**config.mk**
```make
export PLATFORM = sky130hd
export DESIGN_NAME = tamper_edge_monitor
export DESIGN_NICKNAME = d
export VERILOG_FILES = /design/src/rtl/tem_pkg.sv /design/src/rtl/tem_pattern_gen.sv /design/src/rtl/tem_return_sync.sv /design/src/rtl/tem_tally.sv /design/src/rtl/tem_window_check.sv /design/src/rtl/tamper_edge_monitor.sv
export SDC_FILE = /design/constraint.sdc
export NUM_CORES = 1
export LEC_CHECK = 0
export BUFFER_PORTS_ARGS = -buffer_cell sky130_fd_sc_hd__buf_2
export CORE_UTILIZATION = 25
export DETAILED_ROUTE_END_ITERATION = 8
export PLACE_DENSITY = 0.43
export SYNTH_ARGS = -nofsm -noshare
export SYNTH_HDL_FRONTEND = slang
export SYNTH_SLANG_ARGS = --single-unit
```
**constraint.sdc**
```tcl
create_clock -name clk -period 6.6 [get_ports clk]
set_clock_uncertainty 0.15 [all_clocks]
set_input_delay 1.32 -clock clk [delete_from_list [all_inputs] [get_ports clk]]
set_output_delay 1.32 -clock clk [all_outputs]
set_load 0.01 [all_outputs]
```
**src/rtl/tem_pkg.sv**
```systemverilog
package tem_pkg;
  typedef enum logic [1:0] {
    GEN_IDLE,
    GEN_HIGH,
    GEN_LOW,
    GEN_GAP
  } gen_state_t;

  // flops between loop_in and the edge detector
  localparam int SYNC_STAGES = 2;
  // no launches in the last GUARD cycles of a window
  localparam int GUARD = SYNC_STAGES + 2;
  localparam int MIN_WINDOW = GUARD + 2;
endpackage

```
**src/rtl/tem_pattern_gen.sv**
```systemverilog
module tem_pattern_gen
  import tem_pkg::*;
#(
  parameter int PER_W = 8,
  parameter int GAP_W = 8,
  parameter int CNT_W = 16,
  parameter int LFSR_W = 32,
  parameter logic [LFSR_W-1:0] LFSR_TAPS = 32'h8020_0003,
  parameter int RAND_BITS = 3
) (
  input  logic              clk,
  input  logic              rst,
  input  logic              run,
  input  logic              rand_mode,
  input  logic [PER_W-1:0]  half_period,
  input  logic [CNT_W-1:0]  burst_len,
  input  logic [GAP_W-1:0]  gap_len,
  input  logic [LFSR_W-1:0] seed,
  input  logic              seed_load,
  output logic              drive,
  output logic              rise
);
  localparam int PH_W = (PER_W > GAP_W) ? PER_W : GAP_W;

  gen_state_t        state;
  logic [PH_W-1:0]   phase;
  logic [CNT_W-1:0]  left;
  logic [LFSR_W-1:0] lfsr;

  logic [PER_W-1:0] half_eff;
  logic [CNT_W-1:0] fixed_n;
  logic [CNT_W-1:0] rand_n;
  logic [CNT_W-1:0] burst_n;
  logic             load_burst;
  logic             next_pulse;
  logic             phase_end;

  assign half_eff  = (half_period == '0) ? PER_W'(1) : half_period;
  assign fixed_n   = (burst_len == '0) ? CNT_W'(1) : burst_len;
  assign rand_n    = {{(CNT_W-RAND_BITS){1'b0}}, lfsr[RAND_BITS-1:0]} + CNT_W'(1);
  assign burst_n   = rand_mode ? rand_n : fixed_n;
  assign phase_end = (phase == '0);

  assign load_burst = run && ((state == GEN_IDLE) ||
                              (state == GEN_GAP && phase_end) ||
                              (state == GEN_LOW && phase_end && left <= CNT_W'(1) && gap_len == '0));
  assign next_pulse = run && state == GEN_LOW && phase_end && left > CNT_W'(1);

  always_ff @(posedge clk) begin
    if (rst) begin
      state <= GEN_IDLE;
      drive <= 1'b0;
      rise  <= 1'b0;
      phase <= '0;
      left  <= '0;
    end else begin
      rise <= 1'b0;
      if (!run) begin
        state <= GEN_IDLE;
        drive <= 1'b0;
      end else if (load_burst || next_pulse) begin
        state <= GEN_HIGH;
        drive <= 1'b1;
        rise  <= 1'b1;
        phase <= PH_W'(half_eff) - PH_W'(1);
        left  <= load_burst ? burst_n : left - CNT_W'(1);
      end else begin
        case (state)
          GEN_HIGH: begin
            if (phase_end) begin
              state <= GEN_LOW;
              drive <= 1'b0;
              phase <= PH_W'(half_eff) - PH_W'(1);
            end else begin
              phase <= phase - PH_W'(1);
            end
          end
          GEN_LOW: begin
            if (phase_end) begin
              state <= GEN_GAP;
              phase <= PH_W'(gap_len) - PH_W'(1);
            end else begin
              phase <= phase - PH_W'(1);
            end
          end
          GEN_GAP: phase <= phase - PH_W'(1);
          default: state <= GEN_IDLE;
        endcase
      end
    end
  end

  // Galois LFSR, one step per burst in random mode
  always_ff @(posedge clk) begin
    if (rst) begin
      lfsr <= LFSR_W'(1);
    end else if (seed_load) begin
      lfsr <= (seed == '0) ? LFSR_W'(1) : seed;
    end else if (load_burst && rand_mode) begin
      lfsr <= lfsr[0] ? ((lfsr >> 1) ^ LFSR_TAPS) : (lfsr >> 1);
    end
  end

  assert_abort_low_R8: assert property (@(posedge clk) disable iff (rst)
    !run |=> !drive);
  assert_rise_spacing_R2: assert property (@(posedge clk) disable iff (rst)
    rise |=> !rise);
  assert_rise_marks_edge_R2: assert property (@(posedge clk) disable iff (rst)
    $rose(drive) |-> rise);
  assert_lfsr_nonzero_R7: assert property (@(posedge clk) disable iff (rst)
    lfsr != '0);
endmodule

```
**src/rtl/tem_return_sync.sv**
```systemverilog
module tem_return_sync
  import tem_pkg::*;
(
  input  logic clk,
  input  logic rst,
  input  logic enable,
  input  logic loop_in,
  output logic rise
);
  logic [SYNC_STAGES:0] shreg;

  always_ff @(posedge clk) begin
    if (rst || !enable) shreg <= '0;
    else                shreg <= {shreg[SYNC_STAGES-1:0], loop_in};
  end

  assign rise = shreg[SYNC_STAGES-1] & ~shreg[SYNC_STAGES];

  assert_single_rise_R5: assert property (@(posedge clk) disable iff (rst)
    rise |=> !rise);
endmodule

```
**src/rtl/tem_tally.sv**
```systemverilog
module tem_tally #(
  parameter int CNT_W = 16
) (
  input  logic             clk,
  input  logic             rst,
  input  logic             restart,
  input  logic             inc,
  output logic [CNT_W-1:0] count
);
  always_ff @(posedge clk) begin
    if (rst || restart) count <= '0;
    else if (inc)       count <= count + CNT_W'(1);
  end

  assert_no_wrap_R3: assert property (@(posedge clk) disable iff (rst)
    (inc && !restart) |-> (count != '1));
endmodule

```
**src/rtl/tem_window_check.sv**
```systemverilog
module tem_window_check
  import tem_pkg::*;
#(
  parameter int WIN_W = 16
) (
  input  logic             clk,
  input  logic             rst,
  input  logic             enable,
  input  logic [WIN_W-1:0] window_len,
  input  logic [WIN_W-1:0] tx_tally,
  input  logic [WIN_W-1:0] rx_tally,
  input  logic             rx_rise,
  input  logic             tamper_clear,
  output logic             run,
  output logic             win_last,
  output logic             tamper,
  output logic [WIN_W-1:0] tx_count,
  output logic [WIN_W-1:0] rx_count,
  output logic             check_done
);
  localparam logic [WIN_W-1:0] MIN_LEN = WIN_W'(MIN_WINDOW);
  localparam logic [WIN_W-1:0] GUARD_LEN = WIN_W'(GUARD);

  logic [WIN_W-1:0] win_cnt;
  logic [WIN_W-1:0] win_eff;
  logic [WIN_W-1:0] rx_final;
  logic             mismatch;

  assign win_eff  = (window_len < MIN_LEN) ? MIN_LEN : window_len;
  assign win_last = enable && (win_cnt >= win_eff - WIN_W'(1));
  assign run      = enable && (win_cnt < win_eff - GUARD_LEN);
  assign rx_final = rx_tally + WIN_W'(rx_rise);
  assign mismatch = tx_tally != rx_final;

  always_ff @(posedge clk) begin
    if (rst || !enable || win_last) win_cnt <= '0;
    else                            win_cnt <= win_cnt + WIN_W'(1);
  end

  always_ff @(posedge clk) begin
    if (rst) begin
      tamper     <= 1'b0;
      tx_count   <= '0;
      rx_count   <= '0;
      check_done <= 1'b0;
    end else begin
      check_done <= win_last;
      if (win_last) begin
        tx_count <= tx_tally;
        rx_count <= rx_final;
      end
      if (win_last && mismatch) tamper <= 1'b1;
      else if (tamper_clear)    tamper <= 1'b0;
    end
  end

  assert_tamper_sticky_R6: assert property (@(posedge clk) disable iff (rst)
    (tamper && !tamper_clear) |=> tamper);
  assert_flag_at_check_R4: assert property (@(posedge clk) disable iff (rst)
    $rose(tamper) |-> check_done);
  assert_mismatch_flags_R5: assert property (@(posedge clk) disable iff (rst)
    (check_done && tx_count != rx_count) |-> tamper);
  assert_quiet_disabled_R9: assert property (@(posedge clk) disable iff (rst)
    !enable |=> !check_done);
  assert_done_pulse_R4: assert property (@(posedge clk) disable iff (rst)
    check_done |=> !check_done);
endmodule

```
**src/rtl/tamper_edge_monitor.sv**
```systemverilog
module tamper_edge_monitor #(
  parameter int PER_W = 8,
  parameter int WIN_W = 16,
  parameter int LFSR_W = 32,
  parameter logic [LFSR_W-1:0] LFSR_TAPS = 32'h8020_0003,
  parameter int RAND_BITS = 3
) (
  input  logic              clk,
  input  logic              rst,
  input  logic              enable,
  input  logic              rand_mode,
  input  logic [PER_W-1:0]  half_period,
  input  logic [WIN_W-1:0]  burst_len,
  input  logic [PER_W-1:0]  gap_len,
  input  logic [LFSR_W-1:0] seed,
  input  logic              seed_load,
  input  logic [WIN_W-1:0]  window_len,
  input  logic              tamper_clear,
  input  logic              loop_in,
  output logic              loop_out,
  output logic              tamper,
  output logic [WIN_W-1:0]  tx_count,
  output logic [WIN_W-1:0]  rx_count,
  output logic              check_done
);
  // tallies share the window width, so one edge per two cycles never wraps
  localparam int CNT_W = WIN_W;

  logic             run;
  logic             win_last;
  logic             tx_rise;
  logic             rx_rise;
  logic             tally_restart;
  logic [CNT_W-1:0] tx_tally;
  logic [CNT_W-1:0] rx_tally;

  assign tally_restart = win_last || !enable;

  tem_pattern_gen #(
    .PER_W(PER_W), .GAP_W(PER_W), .CNT_W(CNT_W),
    .LFSR_W(LFSR_W), .LFSR_TAPS(LFSR_TAPS), .RAND_BITS(RAND_BITS)
  ) u_gen (
    .clk(clk), .rst(rst), .run(run), .rand_mode(rand_mode),
    .half_period(half_period), .burst_len(burst_len), .gap_len(gap_len),
    .seed(seed), .seed_load(seed_load), .drive(loop_out), .rise(tx_rise)
  );

  tem_return_sync u_sync (
    .clk(clk), .rst(rst), .enable(enable), .loop_in(loop_in), .rise(rx_rise)
  );

  tem_tally #(.CNT_W(CNT_W)) u_tx_tally (
    .clk(clk), .rst(rst), .restart(tally_restart), .inc(tx_rise), .count(tx_tally)
  );

  tem_tally #(.CNT_W(CNT_W)) u_rx_tally (
    .clk(clk), .rst(rst), .restart(tally_restart), .inc(rx_rise), .count(rx_tally)
  );

  tem_window_check #(.WIN_W(WIN_W)) u_check (
    .clk(clk), .rst(rst), .enable(enable), .window_len(window_len),
    .tx_tally(tx_tally), .rx_tally(rx_tally), .rx_rise(rx_rise),
    .tamper_clear(tamper_clear), .run(run), .win_last(win_last),
    .tamper(tamper), .tx_count(tx_count), .rx_count(rx_count),
    .check_done(check_done)
  );
endmodule

```
==> results.toml, run 1 <==
[placed_design]
placed_area_um2 = 9920
place_congestion = 0.802
hpwl_um = 18600
port_buffers = 121

[sta]
finalHoldViolCount = 0
drv_slew = 0
worstMarginPinSlew_ns = 1.24
rsz0062_at_grt = "false"
hold_slack_ns = 0.281
tns_ns = 0
fin_crit_ns = 5.61
fmaxAchievable_mhz = 178
max-slew-margin-rel = 0.163
period_share = 0.849
setup_viol = 0

[clock_tree]
path_clk_slew_ns = 0.06
cts_resized = 0
clkLatencyLatePin_ns = 0.42
root_buffer = "clkbuf_16"
numCtsBuffers = 17
clk_path_buf_depth = 2
cts_tree = "yes"
numClockSinks = 145
cts_setup_buffers = 0
cts-hold-fix-buffers = 0
cts_htree_levels = 4

[synth]
mappedNetlistArea_um2 = 8890
synth.area.top_cells = "dfxtp_1 (33%), nor2_1 (7.9%), ha_1 (6.9%)"
ys.flop_type = "dfxtp_1"
ys_warn_count = 0
synth_enable_flop_cells = 0
synthCells = 1099
yosysTopAreaCell = "dfxtp_1"
synth-async-reset-ratio = 0
ys_seq_area_frac = 0.326
synthDistinctLibCells = 67
synth-seq-cells = 145
synth_top_cell_area_share = 0.326
syn_nets = 1235
synth.avg_cell_area_um2 = 8.09

[power_and_ir_drop]
switching_share = 0.299
power_frac_clock = 0.413
p_per_area_nw_per_um2 = 234
vdd_ir_drop_max_mv = 0.151
power_switching_uw = 738
p_comb_frac = 0.191
power_leakage_uw = 0.00397
internal_power_uw = 1730
sequentialPowerShare = 0.395

[critical_path]
crit_chain = "buf_2 > nor4_1 > nand3_1 > o31ai_1 > inv_1 > ha_1 > nand2b_1 > nor3_1 > nand2_1 > xor2_1 > ha_1 > nand3_1 > o211ai_1 > o31a_1 > a211oi_4 > buf_4 > o31a_1 > nand2_1 > o32ai_1"
critPathRequiredTime_ns = 6.78
arrival_ns = 5.79
critPathKind = "input port to flop"
crit_buf_inv = 3
critPathLaunch = "window_len[10]"
endpoint = "u_gen.phase[6]"
r2r-start = "u_gen.left[10]"
cp.depth = 19
crit_slowest_cell = "o31ai_1"
end_kind = "flop"
reg2reg_depth = 8
cp-start-kind = "input port"
r2r_slack_ns = 3.28
slowest_delay_ns = 0.53
path_max_fanout = 14
timing.rr.end = "u_gen.lfsr[22]"
cpLargestDelayFamily = "compound AO/OA/AOI/OAI gates"

[grt]
grt_pass1_wl_um = 40400
gr-usage-all-layers = 0.140
grt_max_degree = 90
grt_pass1_vias = 7528
grt_overflow_total = 0
antenna_found_initial = 1

[run]
cap_violations = 0

[finish]
regArea_um2 = 2900
syn2layout_area_growth_pct = 18.5
fin_nets = 1318
diodes = 0
drive_gt1_frac = 0.163
multi_input_area_um2 = 5640
fill_cells = 3751
final_area_um2 = 10500

[drt]
num_vias = 7858
first_pass_iters = 4
ant_nets = 0
drc = 0
routed_wl_um = 25000
wl_per_cell_um = 15.2
viasPerCell = 4.77
drt_iter0_drc = 375

[min_path]
hold_path_class = "flop to flop"
hold_path_depth = 1

[floorplan]
io_pins = 122
fp.dieH_um = 191
fp.dieW_um = 191
core_area_um2 = 34800
die-area_um2 = 36300
std_cell_rows = 68
start_util = 0.256

[status]
status = "completed"
## worst min-delay path by stage
stage                          from              end  slack [ns]
floorplan           u_sync.shreg[0]  u_sync.shreg[1]        0.26
global placement    u_sync.shreg[0]  u_sync.shreg[1]        0.27
detailed placement  u_sync.shreg[0]  u_sync.shreg[1]        0.27
CTS                 u_sync.shreg[0]  u_sync.shreg[1]        0.29
global route        u_sync.shreg[0]  u_sync.shreg[1]        0.30
finish              u_sync.shreg[0]  u_sync.shreg[1]        0.28
## logic make-up after synthesis
logic type	count (synthesis)	synth area share
xor gates and xnor gates	116	0.114
and+or+nand+nor	481	0.261
muxes	29	0.0331
buffers and inverters	94	0.0426
AOI/OAI and AO/OA	185	0.154
adders and majority gates	49	0.0689
DFF	145	0.326
## placed cells by master, fill, tap and decap left out, types with 27 or more instances in the layout
cell and n:
nor2_1 188, a21oi_1 37, o21ai_0 27, buf_2 120, xor2_1 58, dfxtp_1 145, nor2b_1 37, xnor2_1 58
nand3_1 35, nor3_1 60, ha_1 49, nand2_1 68
## final cells by class
class / count / area share
sequential: 145 / 0.276
multi-input combinational: 860 / 0.535
clock inverter: 13 / 0.0167
inverter: 27 / 0.00962
clock buffer: 18 / 0.0417
tap: 455 / 0.0540
timing repair buffer: 131 / 0.0672
## power groups by stage
stage	registers [µW]	logic (µW)	clock network, µW
2_1_floorplan	975	352	0
3_3_place_gp	992	471	0
3_5_place_dp	992	472	0
4_1_cts	973	473	1050
5_1_grt	982	535	1090
6_report	974	472	1020
## flip-flops by register name, summed over array words and instances, names as in the netlist
register and flops:
u_tx_tally.count 16, u_gen.left 16, u_gen.lfsr 32, u_check.rx_count 16
u_gen.phase 8, u_gen.state 2, u_sync.shreg 3, u_gen.rise 1
u_check.win_cnt 16, u_gen.drive 1, u_check.check_done 1, u_check.tx_count 16
u_check.tamper 1, u_rx_tally.count 16
## Yosys cell counts (10+ instances only)
| cell type | number |
|---|---|
| a2111oi_0 | 22 |
| nand3_1 | 35 |
| dfxtp_1 | 145 |
| xnor2_1 | 58 |
| clkbuf_1 | 50 |
| mux2i_1 | 26 |
| nand4_1 | 16 |
| xor2_1 | 58 |
| o21ai_0 | 27 |
| inv_1 | 26 |
| and3_1 | 10 |
| a211oi_1 | 22 |
| nor3_1 | 60 |
| o22ai_1 | 10 |
| a21oi_1 | 37 |
| ha_1 | 49 |
| nand2_1 | 68 |
| nor2_1 | 188 |
| nor2b_1 | 37 |
| nor4_1 | 23 |
## worst register-to-register path, cell delays in order, from the launching register on
cell       delay, ns
dfxtp_1         0.34
nor3_1          0.35
nor4b_2         0.47
a41oi_1         0.23
o21bai_2        0.68
nand3_2         0.20
buf_12          0.23
nor3b_1         0.23
a2111oi_2       0.34
## metrics by stage
step / utilization / total power, µW / cells / worst slack (ns)
2_1_floorplan: - / 1330 / 1099 / 1.32
3_5_place_dp: 0.285 / 1460 / 1618 / 0.585
5_1_grt: 0.303 / 2610 / 1649 / 0.561
3_3_place_gp: 0.285 / 1460 / 1618 / 0.622
6_report: 0.303 / 2470 / 1649 / 0.995
4_1_cts: 0.303 / 2500 / 1649 / 1.03
## routing by layer
metal | vias up | GRT usage | part of all wire
met3 | 17 | 0.0241 | 0.032
met2 | 136 | 0.215 | 0.43
met4 | 2 | 0.0388 | 0.012
met5 | - | 0 | 0.00032
li1 | 4071 | - | -
met1 | 3632 | 0.199 | 0.52
Note: power is estimated with default switching activity, not from simulation.
==> run 2, diff against run 1 <==
--- a/config.mk
+++ b/config.mk
@@ -8,7 +8,7 @@
 export BUFFER_PORTS_ARGS = -buffer_cell sky130_fd_sc_hd__buf_2
 export CORE_UTILIZATION = 25
 export DETAILED_ROUTE_END_ITERATION = 8
-export PLACE_DENSITY = 0.43
+export PLACE_DENSITY = 0.45
 export SYNTH_ARGS = -nofsm -noshare
 export SYNTH_HDL_FRONTEND = slang
 export SYNTH_SLANG_ARGS = --single-unit
==> constraint.sdc (replaced) <==
create_clock -name clk -period 4.7 [get_ports clk]
set_clock_uncertainty 0.15 [all_clocks]
set_input_delay 0.94 -clock clk [delete_from_list [all_inputs] [get_ports clk]]
set_output_delay 0.94 -clock clk [all_outputs]
set_load 0.01 [all_outputs]
==> run 2 against run 1 <==
Against the previous run: clock power up 38%; worst setup slack worse by 0.77 ns; first-iteration DRC count up 49%; register-to-register slack worse by 1.8 ns; largest cell class unchanged; hold slack better by 0.00092 ns; utilization up 1.7 points.
==> results.toml, run 2 (synthesis results as in run 1) <==
[critical_path]
slowest_delay_ns = 0.36
r2r-start = "u_sync.shreg[1]"
critPathKind = "input port to flop"
cpLargestDelayFamily = "compound AO/OA/AOI/OAI gates"
r2r_slack_ns = 1.52
path_max_fanout = 9
end_kind = "flop"
critPathLaunch = "window_len[8]"
critPathRequiredTime_ns = 4.90
reg2reg_depth = 9
arrival_ns = 4.68
cp-start-kind = "input port"
crit_chain = "buf_2 > nor4_4 > nand3_1 > buf_4 > o31ai_4 > inv_2 > ha_1 > nand2b_1 > nor3_4 > nand2_1 > xor2_1 > ha_1 > nand3_1 > o211ai_1 > o31a_1 > a211oi_4 > buf_4 > and2_1 > buf_4 > buf_12 > o21ai_1 > a221oi_2"
crit_slowest_cell = "a211oi_4"
path_common_cell = "buf_4"
timing.rr.end = "u_check.tamper"
crit_buf_inv = 6

[sta]
period_share = 0.953
drv_slew = 0
tns_ns = 0
setup_viol = 0
worstMarginPinSlew_ns = 1.12
fmaxAchievable_mhz = 223
finalHoldViolCount = 0
rsz0062_at_grt = "true"
max-slew-margin-rel = 0.241
fin_crit_ns = 4.48

[finish]
final_cell_mix = "nor2_1 (187), dfxtp_1 (145), buf_2 (120)"
final_common_cell = "nor2_1"
fin_nets = 1377
final_area_um2 = 11100
diodes = 0
syn2layout_area_growth_pct = 25.0
largest_register_ffs = 32
fill_cells = 3703
largest-register = "u_gen.lfsr"
drive_gt1_frac = 0.211

[drt]
wl_per_cell_um = 15.2
ant_nets = 0
routed_wl_um = 26000
viasPerCell = 4.77
drt_iter0_drc = 557
drc = 0
num_vias = 8148
first_pass_iters = 5

[power_and_ir_drop]
vdd_ir_drop_max_mv = 0.221
p_per_area_nw_per_um2 = 317
power_leakage_uw = 0.00429

[clock_tree]
cts_tree = "yes"
root_buffer = "clkbuf_16"
clkLatencyLatePin_ns = 0.43
cts_htree_levels = 4
path_clk_slew_ns = 0.06
numCtsBuffers = 17
cts-hold-fix-buffers = 0
clk_path_buf_depth = 2
numClockSinks = 145

[min_path]
min_from = "u_sync.shreg[0]"
hold_path_class = "flop to flop"
holdPathEnd = "u_sync.shreg[1]"
hold_path_depth = 1

[run]
cap_violations = 0

[floorplan]
io_pins = 122
start_util = 0.256
fp.dieH_um = 191
std_cell_rows = 68
fp.dieW_um = 191
die-area_um2 = 36300
core_area_um2 = 34800

[grt]
grt_max_degree = 81
antenna_found_initial = 3
grt_pass1_vias = 7783
grt_pass1_wl_um = 42000
grt_overflow_total = 0
gr-usage-all-layers = 0.145

[placed_design]
hpwl_um = 19300
placed_area_um2 = 10400
place_congestion = 0.823
port_buffers = 121

[status]
status = "completed"
-- run 2: changes by cell type in the layout (fill, tap and decap cells not counted), sizes merged --
cell      previous run  this run
buf                131       189
clkinv               2         5
clkbuf              18        20
bufinv               3         2
clkinvlp             3         2
inv                 32        31
-- run 2: per-stage QoR --
step | hold slack [ns] | total power (µW) | cells | setup slack, ns | utilization
4_1_cts | 0.290 | 3540 | 1705 | 0.0528 | 0.316
2_1_floorplan | 0.256 | 1870 | 1099 | -0.00496 | -
5_1_grt | 0.320 | 3720 | 1709 | -0.0189 | 0.320
6_report | 0.282 | 3520 | 1709 | 0.220 | 0.320
3_5_place_dp | 0.270 | 2120 | 1673 | -0.367 | 0.298
3_3_place_gp | 0.274 | 2120 | 1673 | -0.323 | 0.298
-- run 2: layer usage --
metal	vias to the layer above	track usage	wire length (µm)
li1	4193	-	-
met1	3782	0.202	13100
met2	141	0.222	11500
met3	26	0.0333	1050
met4	6	0.0412	339
met5	-	0	35
-- run 2: where the power goes --
part           internal, µW  switching [µW]
Combinational           323             422
Sequential             1300            71.4
Clock                   820             586
-- run 2: worst max path at each step --
stage | slack (ns) | cells after the start | endpoint
final | 0.22 | 22 | u_gen.left[6]
after global routing | -0.02 | 22 | u_gen.left[6]
after CTS | 0.05 | 18 | u_check.tx_count[2]
after detailed placement | -0.37 | 18 | u_check.tx_count[2]
after global placement | -0.32 | 19 | u_check.tx_count[2]
after floorplan | -0.005 | 20 | u_gen.phase[5]
-- run 2: repair_timing --
item,in CTS,in global routing
endpoints found under the setup margin,0,135
buffers inserted,0,1
resized for setup,0,17
hold endpoints to repair,0,0
-- run 2: final cells by class --
cell class	count	area [µm²]	share of cell area
multi-input combinational	860	5730	0.515
clock inverter	13	153	0.0137
tap	455	569	0.0512
timing repair buffer	190	1210	0.109
sequential	145	2900	0.261
clock buffer	19	453	0.0407
inverter	27	101	0.00911
